## src/rtl/pic_pkg.sv

```systemverilog
// Shared types and register offsets for the vectored interrupt controller.
// Assumes a byte-addressed bus with 32-bit words.
package pic_pkg;
    typedef enum logic [1:0] {
        TRIG_LOW  = 2'd0,
        TRIG_HIGH = 2'd1,
        TRIG_FALL = 2'd2,
        TRIG_RISE = 2'd3
    } trig_e;

    localparam int unsigned OFS_ACK    = 32'h80;
    localparam int unsigned OFS_SRCNUM = 32'h84;
    localparam int unsigned OFS_MASK   = 32'h88;
    localparam int unsigned OFS_EN     = 32'h8C;
    localparam int unsigned OFS_DIS    = 32'h90;
    localparam int unsigned OFS_EOS    = 32'h94;
endpackage

```

## src/rtl/pic_src_detect.sv

```systemverilog
// Per-source sensing: synchronises one asynchronous input and turns it into a
// pending indication according to the selected sense type.
// Assumes ack_hit pulses for one cycle when this source is acknowledged.
module pic_src_detect
    import pic_pkg::*;
(
    input  logic  clk,
    input  logic  rst_n,
    input  logic  src_in,
    input  trig_e trig,
    input  logic  ack_hit,
    output logic  pending
);
    logic s1_q, s2_q, s3_q, edge_q;
    logic rise, fall;

    // Two-flop synchroniser plus one delay stage for edge detection
    always_ff @(posedge clk) begin
        if (!rst_n) begin
            s1_q <= 1'b0;
            s2_q <= 1'b0;
            s3_q <= 1'b0;
        end else begin
            s1_q <= src_in;
            s2_q <= s1_q;
            s3_q <= s2_q;
        end
    end

    assign rise = s2_q & ~s3_q;
    assign fall = ~s2_q & s3_q;

    // Edge latch: set on the selected edge, cleared on acknowledge or in level mode
    always_ff @(posedge clk) begin
        if (!rst_n) begin
            edge_q <= 1'b0;
        end else if ((trig == TRIG_RISE && rise) || (trig == TRIG_FALL && fall)) begin
            edge_q <= 1'b1;
        end else if (ack_hit || !trig[1]) begin
            edge_q <= 1'b0;
        end
    end

    // Select the pending source by sense type
    always_comb begin
        case (trig)
            TRIG_LOW:  pending = ~s2_q;
            TRIG_HIGH: pending = s2_q;
            default:   pending = edge_q;
        endcase
    end
endmodule

```

## src/rtl/pic_arbiter.sv

```systemverilog
// Combinational priority selection: the highest priority among requesting
// sources wins, and ties go to the lowest index because the compare is strict.
// Assumes the priorities are packed PRI_W bits per source, source 0 lowest.
module pic_arbiter #(
    parameter int NSRC  = 32,
    parameter int PRI_W = 3,
    parameter int ID_W  = $clog2(NSRC)
) (
    input  logic [NSRC-1:0]       req,
    input  logic [NSRC*PRI_W-1:0] pri_flat,
    output logic                  win_valid,
    output logic [ID_W-1:0]       win_id,
    output logic [PRI_W-1:0]      win_pri
);
    // Linear scan keeps the first source that has the strictly best priority
    always_comb begin
        logic             found;
        logic [ID_W-1:0]  best_id;
        logic [PRI_W-1:0] best_pri;
        found    = 1'b0;
        best_id  = '0;
        best_pri = '0;
        for (int i = 0; i < NSRC; i++) begin
            if (req[i] && (!found || pri_flat[i*PRI_W +: PRI_W] > best_pri)) begin
                found    = 1'b1;
                best_id  = ID_W'(i);
                best_pri = pri_flat[i*PRI_W +: PRI_W];
            end
        end
        win_valid = found;
        win_id    = best_id;
        win_pri   = best_pri;
    end
endmodule

```

## src/rtl/pic_vectored.sv

```systemverilog
// Top of the vectored priority interrupt controller: register file, enable set,
// one-level service state and the active-low request output.
// Assumes one bus access per cycle, with read data taken in the strobe cycle.
module pic_vectored
    import pic_pkg::*;
#(
    parameter int NSRC   = 32,
    parameter int PRI_W  = 3,
    parameter int ADDR_W = 8,
    parameter int DATA_W = 32
) (
    input  logic              clk,
    input  logic              rst_n,
    input  logic [NSRC-1:0]   src_i,
    input  logic              bus_en,
    input  logic              bus_wr,
    input  logic [ADDR_W-1:0] bus_addr,
    input  logic [DATA_W-1:0] bus_wdata,
    output logic [DATA_W-1:0] bus_rdata,
    output logic              irq_n
);
    localparam int ID_W = $clog2(NSRC);

    trig_e              trig_q [NSRC];
    logic [PRI_W-1:0]   pri_q  [NSRC];
    logic [NSRC*PRI_W-1:0] pri_flat;
    logic [NSRC-1:0]    en_q, pend, req;
    logic               in_svc_q;
    logic [ID_W-1:0]    svc_id_q;
    logic [PRI_W-1:0]   svc_pri_q;
    logic               win_valid;
    logic [ID_W-1:0]    win_id;
    logic [PRI_W-1:0]   win_pri;

    logic acc_rd, acc_wr, ctrl_hit;
    logic ack_rd, num_rd, en_wr, dis_wr, eos_wr;
    logic [ID_W-1:0] ctrl_idx;

    assign acc_rd   = bus_en && !bus_wr;
    assign acc_wr   = bus_en && bus_wr;
    assign ctrl_hit = int'(bus_addr) < NSRC * 4;
    assign ctrl_idx = bus_addr[ID_W+1:2];
    assign ack_rd   = acc_rd && int'(bus_addr) == OFS_ACK;
    assign num_rd   = acc_rd && int'(bus_addr) == OFS_SRCNUM;
    assign en_wr    = acc_wr && int'(bus_addr) == OFS_EN;
    assign dis_wr   = acc_wr && int'(bus_addr) == OFS_DIS;
    assign eos_wr   = acc_wr && int'(bus_addr) == OFS_EOS;

    generate
        for (genvar g = 0; g < NSRC; g++) begin : g_src
            // Per-source control register write
            always_ff @(posedge clk) begin
                if (!rst_n) begin
                    trig_q[g] <= TRIG_LOW;
                    pri_q[g]  <= '0;
                end else if (acc_wr && ctrl_hit && ctrl_idx == ID_W'(g)) begin
                    trig_q[g] <= trig_e'(bus_wdata[7:6]);
                    pri_q[g]  <= bus_wdata[PRI_W-1:0];
                end
            end

            assign pri_flat[g*PRI_W +: PRI_W] = pri_q[g];

            pic_src_detect u_det (
                .clk     (clk),
                .rst_n   (rst_n),
                .src_in  (src_i[g]),
                .trig    (trig_q[g]),
                .ack_hit (ack_rd && win_valid && win_id == ID_W'(g)),
                .pending (pend[g])
            );
        end
    endgenerate

    assign req = pend & en_q;

    pic_arbiter #(.NSRC(NSRC), .PRI_W(PRI_W), .ID_W(ID_W)) u_arb (
        .req       (req),
        .pri_flat  (pri_flat),
        .win_valid (win_valid),
        .win_id    (win_id),
        .win_pri   (win_pri)
    );

    // Enable set: write-1-to-set and write-1-to-clear commands
    always_ff @(posedge clk) begin
        if (!rst_n) begin
            en_q <= '0;
        end else if (en_wr) begin
            en_q <= en_q | bus_wdata[NSRC-1:0];
        end else if (dis_wr) begin
            en_q <= en_q & ~bus_wdata[NSRC-1:0];
        end
    end

    // Service state: captured on acknowledge, released on end of service
    always_ff @(posedge clk) begin
        if (!rst_n) begin
            in_svc_q  <= 1'b0;
            svc_id_q  <= '0;
            svc_pri_q <= '0;
        end else if (ack_rd && win_valid) begin
            in_svc_q  <= 1'b1;
            svc_id_q  <= win_id;
            svc_pri_q <= win_pri;
        end else if (eos_wr) begin
            in_svc_q  <= 1'b0;
        end
    end

    // Request output: idle controller or strictly higher preemption
    assign irq_n = !(win_valid && (!in_svc_q || win_pri > svc_pri_q));

    // Read data multiplexer
    always_comb begin
        bus_rdata = '0;
        if (acc_rd) begin
            if (ctrl_hit) begin
                bus_rdata[7:6]       = trig_q[ctrl_idx];
                bus_rdata[PRI_W-1:0] = pri_q[ctrl_idx];
            end else begin
                case (int'(bus_addr))
                    OFS_ACK:    if (win_valid) bus_rdata = DATA_W'(win_id) << 2;
                    OFS_SRCNUM: bus_rdata = DATA_W'(svc_id_q);
                    OFS_MASK:   bus_rdata[NSRC-1:0] = en_q;
                    default:    bus_rdata = '0;
                endcase
            end
        end
    end
endmodule

```

## config.mk

```make
export PLATFORM = sky130hd
export DESIGN_NAME = pic_vectored
export DESIGN_NICKNAME = d
export VERILOG_FILES = /design/src/rtl/pic_pkg.sv /design/src/rtl/pic_src_detect.sv /design/src/rtl/pic_arbiter.sv /design/src/rtl/pic_vectored.sv
export SDC_FILE = /design/constraint.sdc
export NUM_CORES = 1
export LEC_CHECK = 0
export BUFFER_PORTS_ARGS = -buffer_cell sky130_fd_sc_hd__buf_2
export CAP_MARGIN = 10
export CORE_UTILIZATION = 30
export DETAILED_ROUTE_END_ITERATION = 8
export SLEW_MARGIN = 15
export SYNTH_ARGS = -nofsm -noshare
export SYNTH_HDL_FRONTEND = slang
export SYNTH_SLANG_ARGS = --single-unit
```

## constraint.sdc

```tcl
create_clock -name clk -period 125.9 [get_ports clk]
set_input_delay 12.59 -clock clk [delete_from_list [all_inputs] [get_ports clk]]
set_output_delay 12.59 -clock clk [all_outputs]
set_load 0.02 [all_outputs]
```

# == Word-level counts from Yosys, hierarchy flattened ==
# Memory sizes are Yosys's and may differ from the RTL's.
# Index checks and enable logic that the tools add are counted.
# word_totals
ff_bits,169
ramBits,160
inputBits,76
output_inout_bits,33
wordCells,1288
memories,2
# memory_table
name,depth,width,rd,rd_clocked_by_memory_dff,wr,line,rtl
pri_q,32,3,33,0,32,pic_vectored.sv:25,logic [PRI_W-1:0] pri_q [NSRC];
trig_q,32,2,33,0,32,pic_vectored.sv:24,trig_e trig_q [NSRC];
# op_classes
magnitude_cmp,33
n_eq_ne,164
n_mux,363
bitwise_logic,196
reduce_logical,398
# ops
operator,count
2-to-1 mux 3 bit,70
2-to-1 mux 1 bit,196
logical AND 1 bit,168
"== test 5 bit, second input constant",32
"== test 2 bit, second input constant",64
> comparator 3 bit,32
logical OR 1 bit,96
2-to-1 mux 32 bit,3
one-hot mux 32 bit (3 select lines),1
"== test 5 x 4 -> 1 bit, second input constant",16
2-to-1 mux 5 bit,16
2-to-1 mux 2 bit,35
nonzero test 2 bit,34
zero test 1 bit,66
bitwise AND 1 bit,64
bitwise AND 32 bit,2
"== test 2 x 1 -> 1 bit, second input constant",32
zero test 2 bit,32
NOT 1 bit,64
OR 1 bit,64
one-hot mux 1 bit (2 select lines),32
"== test 8 bit, second input constant",6
"== test 5 x 3 -> 1 bit, second input constant",8
2-to-1 mux 4 bit,8
other kinds (8),13

# == Logic depth before layout (Yosys ltp) ==
# An unclocked memory read counts as a cell.
# logic_depth
depth_word,134
depth_mapped,280
depth_no_buf,272

# == By module ==
# From an unflattened synthesis, not the netlist that was laid out.
# unflattened
hier_cells,2098
hier_area_um2,19327.3
# by_module_without_submodules
mod,n_inst,cells_each,area_per_inst_um2,seq_area_each_um2
pic_vectored,1,913,9947.0,5625.4
pic_src_detect,32,15,148.9,80.1
pic_arbiter,1,705,4615.7,0.0

# == Worst setup path before layout ==
# Ideal clock, no wire load.
# synth_timing
kind,register to output
startpoint,memory trig_q[0][0] (netlist name)
endpoint,output port irq_n
t_arrival_ns,44.311
t_required_ns,113.310
setup_slack_ns,68.999
stages_incl_launch_ff,252
n_path_buf,9
cell_sequence,edfxtp_1 -> xnor2_1 -> a31o_2 -> nand2_1 -> ha_1 -> a211o_1 -> a21o_1 -> a32oi_1 -> ha_1 -> nor2b_1 -> o21ai_0 -> a32oi_1 -> o21ai_0 -> mux2_2 -> ha_1 -> nor2b_1 -> o21ai_0 -> a32oi_1 -> (+216 left out) -> clkbuf_1 -> a221o_1 -> ha_1 -> nor2b_1 -> o21ai_0 -> a32oi_1 -> nor2_1 -> or2_2 -> buf_1 -> nand2_1 -> nor2_1 -> a221o_1 -> ha_1 -> nor2b_1 -> o21a_1 -> o21ai_0 -> nand2_1 -> nand2_1
# synth_rtl
element,line,rtl
start: declaration,pic_vectored.sv:24,
end: declaration,pic_vectored.sv:20,output logic irq_n

==> results by group <==
STA
  – F_max: 15.4 MHz
  – Setup violations, final: 0
  – Rel. slew slack: 21.7%
  – Fin crit share: 51.5%
  – Number of hold violations in the final report: 0
  – Crit path time final: 64890 ps
  – Sum Neg Setup Slack: 0 ps
  – Fin. max-slew vios: 0
  – Hold slack: 427 ps
  – Unrepaired setup endpoints after global routing: no
  – Clock skew: 33.6 ps
  – Worst slew pin tran: 1170 ps

Flow run
  – Max cap viols: 0

Cells and area
  – # fillers: 6379
  – Reg area: 8190 µm²
  – Nets: 2255
  – Finished Layout Cells: 2985
  – Share of cells above drive strength 1: 14.0%
  – Multi-input logic area: 10300 µm²
  – Area Overhead vs Synth: 13.4%

Route
  – Via count: 15.9k
  – Initial DRC count: 1466
  – DR pass1 iterations: 9
  – DR vias/cell: 5.33
  – Remaining antenna violation count: 0
  – Drt total wl: 62.4 mm
  – Routed len/inst: 20.9 µm
  – DRC: 0

Logic synthesis
  – Ys flop type: dfxtp_1
  – Area contributors post-synth: edfxtp_1 25%, dfxtp_1 18%, and2_1 9.0%
  – Post-synth top area cell: edfxtp_1
  – Fraction of registers with async set or reset after synthesis: 0%
  – Top cell type's share of synthesized area: 25.0%
  – Mean area per synthesized cell: 9.44 µm²
  – Post-synthesis sequential area ratio: 42.6%
  – Syn Inst Count: 2037
  – Synth warnings: 0
  – Post-synth EDFFs: 160
  – Net Count, Synth: 2184
  – Flops & latches, synth: 329
  – Cell area after synthesis: 19200 µm²
  – Distinct cell type count after synthesis: 91

Clock tree
  – Root Buffer Master: clkbuf_16
  – Total CTS buffers: 40
  – Clock-pin slew on the worst setup and hold paths: 60 ps
  – Post-CTS Setup Inserts: 0
  – Clock Sinks: 329
  – Maximum root-to-sink buffer count: 3
  – CTS tree: done
  – Worst-skew pair later-pin latency: 560 ps
  – H-tree level count: 2
  – Post-CTS Resized: 0
  – Cts hold-fix bufs: 0

GRT
  – Antenna violations before repair: 1
  – Total global routing overflow: 0
  – Vias in the first global route: 14.9k
  – Total Routing Usage GR: 18.8%
  – First-pass GRT wire length: 91.5 mm
  – Pin count of the biggest net entering global routing: 72

Floorplan
  – Initial core utilization: 30.4%
  – Total die area: 65100 µm²
  – Die Span X: 255 µm
  – Io pins: 109
  – Cell Rows: 92
  – Die H: 255 µm
  – Core area: 63200 µm²

Pwr
  – Total power: 248 µW
  – Combinational group share of total power: 7.8%
  – VDD IR-drop max: 0.00000767 V
  – Net Switching: 62.0 µW
  – P_int: 186 µW
  – Power per cell area: 11.4 nW/µm²
  – Sw Share: 25.0%
  – Sequential Power Share: 48.7%
  – P_leak: 8.51 nW
  – Clk pwr share: 43.5%

Critical path
  – Worst Path Max Fanout: 15
  – Critical Path RT: 113310 ps
  – R2r setup slk: 74390 ps
  – Crit-path slowest cell: o21ai_0
  – R2R depth: 239
  – Critical Path AT: 52300 ps
  – Startpoint Class: register
  – Setup crit end kind: primary output
  – Top cell by count, worst path: a21oi_1
  – Worst stage delay on the critical path: 850 ps
  – FF-to-FF End: g_src[24].u_det.edge_q
  – Setup CP Type: reg2out
  – Reg2reg start: trig_q[0][0]
  – Worst Setup EP: irq_n
  – Crit. Startpoint: trig_q[0][0]

Placed design
  – Placed cells: 2912
  – DP Wirelength: 47.1 mm
  – IO Port Bufs: 108
  – GP Congestion: 0.925

Min path
  – Min-delay worst type: reg2reg

Outcome
  – Status: finished, final reports clean
-- how the worst min path moves through the flow --
stage                                    start              endpoint  slack [ps]  depth (start not counted)
after detailed placement   g_src[0].u_det.s1_q   g_src[0].u_det.s2_q         420                          1
after CTS                  g_src[0].u_det.s1_q   g_src[0].u_det.s2_q         430                          1
after floorplan            g_src[0].u_det.s1_q   g_src[0].u_det.s2_q         410                          1
final                      g_src[2].u_det.s1_q   g_src[2].u_det.s2_q         430                          1
after global placement    g_src[14].u_det.s1_q  g_src[14].u_det.s2_q         420                          1
after global routing       g_src[1].u_det.s1_q   g_src[1].u_det.s2_q         440                          1
-- through the flow --
stage                     setup WS [ps]  area, µm²  utilization, %
after floorplan                   69000      19200               -
after global placement            63430      20600            32.6
after detailed placement          62300      20600            32.6
after CTS                         61490      21800            34.5
after global routing              56930      21800            34.5
final                             61010      21800            34.5
-- power by group through the flow --
stage,Clock (mW),Combinational (mW),Sequential (mW)
finish,0.108,0.0194,0.121
global route,0.115,0.0209,0.121
CTS,0.111,0.0192,0.121
detailed placement,0,0.0191,0.123
global placement,0,0.0187,0.123
floorplan,0,0.0127,0.121
-- cell usage in the layout (no fill, tap or decap), types with 9 or more instances in the layout --
cell type / instances
and2_1: 276
nand2_1: 197
dfxtp_1: 169
nor2_1: 161
edfxtp_1: 160
a21oi_1: 118
buf_2: 107
o21ai_0: 102
inv_1: 99
ha_1: 71
mux4_2: 50
nand3_1: 49
and3_1: 42
a22oi_1: 40
clkbuf_16: 40
nor2b_1: 35
mux2_2: 24
o21a_1: 22
nor3_1: 21
nand2b_1: 20
a31oi_1: 20
xor2_1: 18
or2_2: 16
o211ai_1: 15
mux2i_1: 15
clkbuf_1: 12
a21o_1: 10
a311oi_1: 10
buf_4: 10
a211o_1: 9
o221ai_1: 9
-- worst max-delay path, delay by kind of cell (launching register included) --
kind	cells	cell delay [ps]
AOI/OAI and AO/OA	131	24510
xor gates and xnor gates	1	230
adders and majority gates	33	9450
buffers and inverters	8	990
DFF	1	440
muxes	11	3990
and+or+nand+nor	61	12040
-- flip-flops by register name, indices dropped and copies added (netlist names), named ones only --
signal	cells
g_src.u_det.s3_q	32
pri_q	96
g_src.u_det.s1_q	32
g_src.u_det.s2_q	32
in_svc_q	1
g_src.u_det.edge_q	32
trig_q	64
svc_pri_q	3
svc_id_q	5
-- metal layers --
| metal | vias to the layer above | GRT usage, % | part of all wire, % |
|---|---|---|---|
| met5 | - | 0 | 0.019 |
| met3 | 136 | 2.35 | 6.4 |
| li1 | 7494 | - | - |
| met2 | 595 | 30.1 | 45 |
| met4 | 2 | 8.67 | 4.6 |
| met1 | 7678 | 25.3 | 44 |
-- layout make-up --
type                            count  area share, %
Antenna cell                        1         0.0115
Sequential cell                   329           37.6
Inverter                          100           1.72
Multi-Input combinational cell   1520           47.4
Clock inverter                     16          0.545
Timing Repair Buffer              117           2.80
Clock buffer                       56           5.05
Tap cell                          846           4.86
-- logic make-up after synthesis --
kind of cell,count (synthesis),synth area share [%]
buffers and inverters,188,3.74
muxes,89,8.05
adders and majority gates,73,4.73
DFF,329,42.6
and+or+nand+nor,865,23.5
AOI/OAI and AO/OA,472,16.5
xor gates and xnor gates,21,0.957
-- synth_stat cells (15+ instances only) --
master and count:
nor2_1 163, o21ai_0 102, and2_1 276, edfxtp_1 160, a22oi_1 40, mux2_2 24, nand2b_1 20, and3_1 42
nand3_1 49, a31oi_1 20, o21a_1 22, ha_1 71, nor2b_1 35, nor3_1 21, or2_2 16, mux4_2 50
o211ai_1 15, inv_1 100, mux2i_1 15, xor2_1 18, clkbuf_1 75, a21oi_1 118, nand2_1 197, dfxtp_1 169
Note: power is estimated with default switching activity, not from simulation.
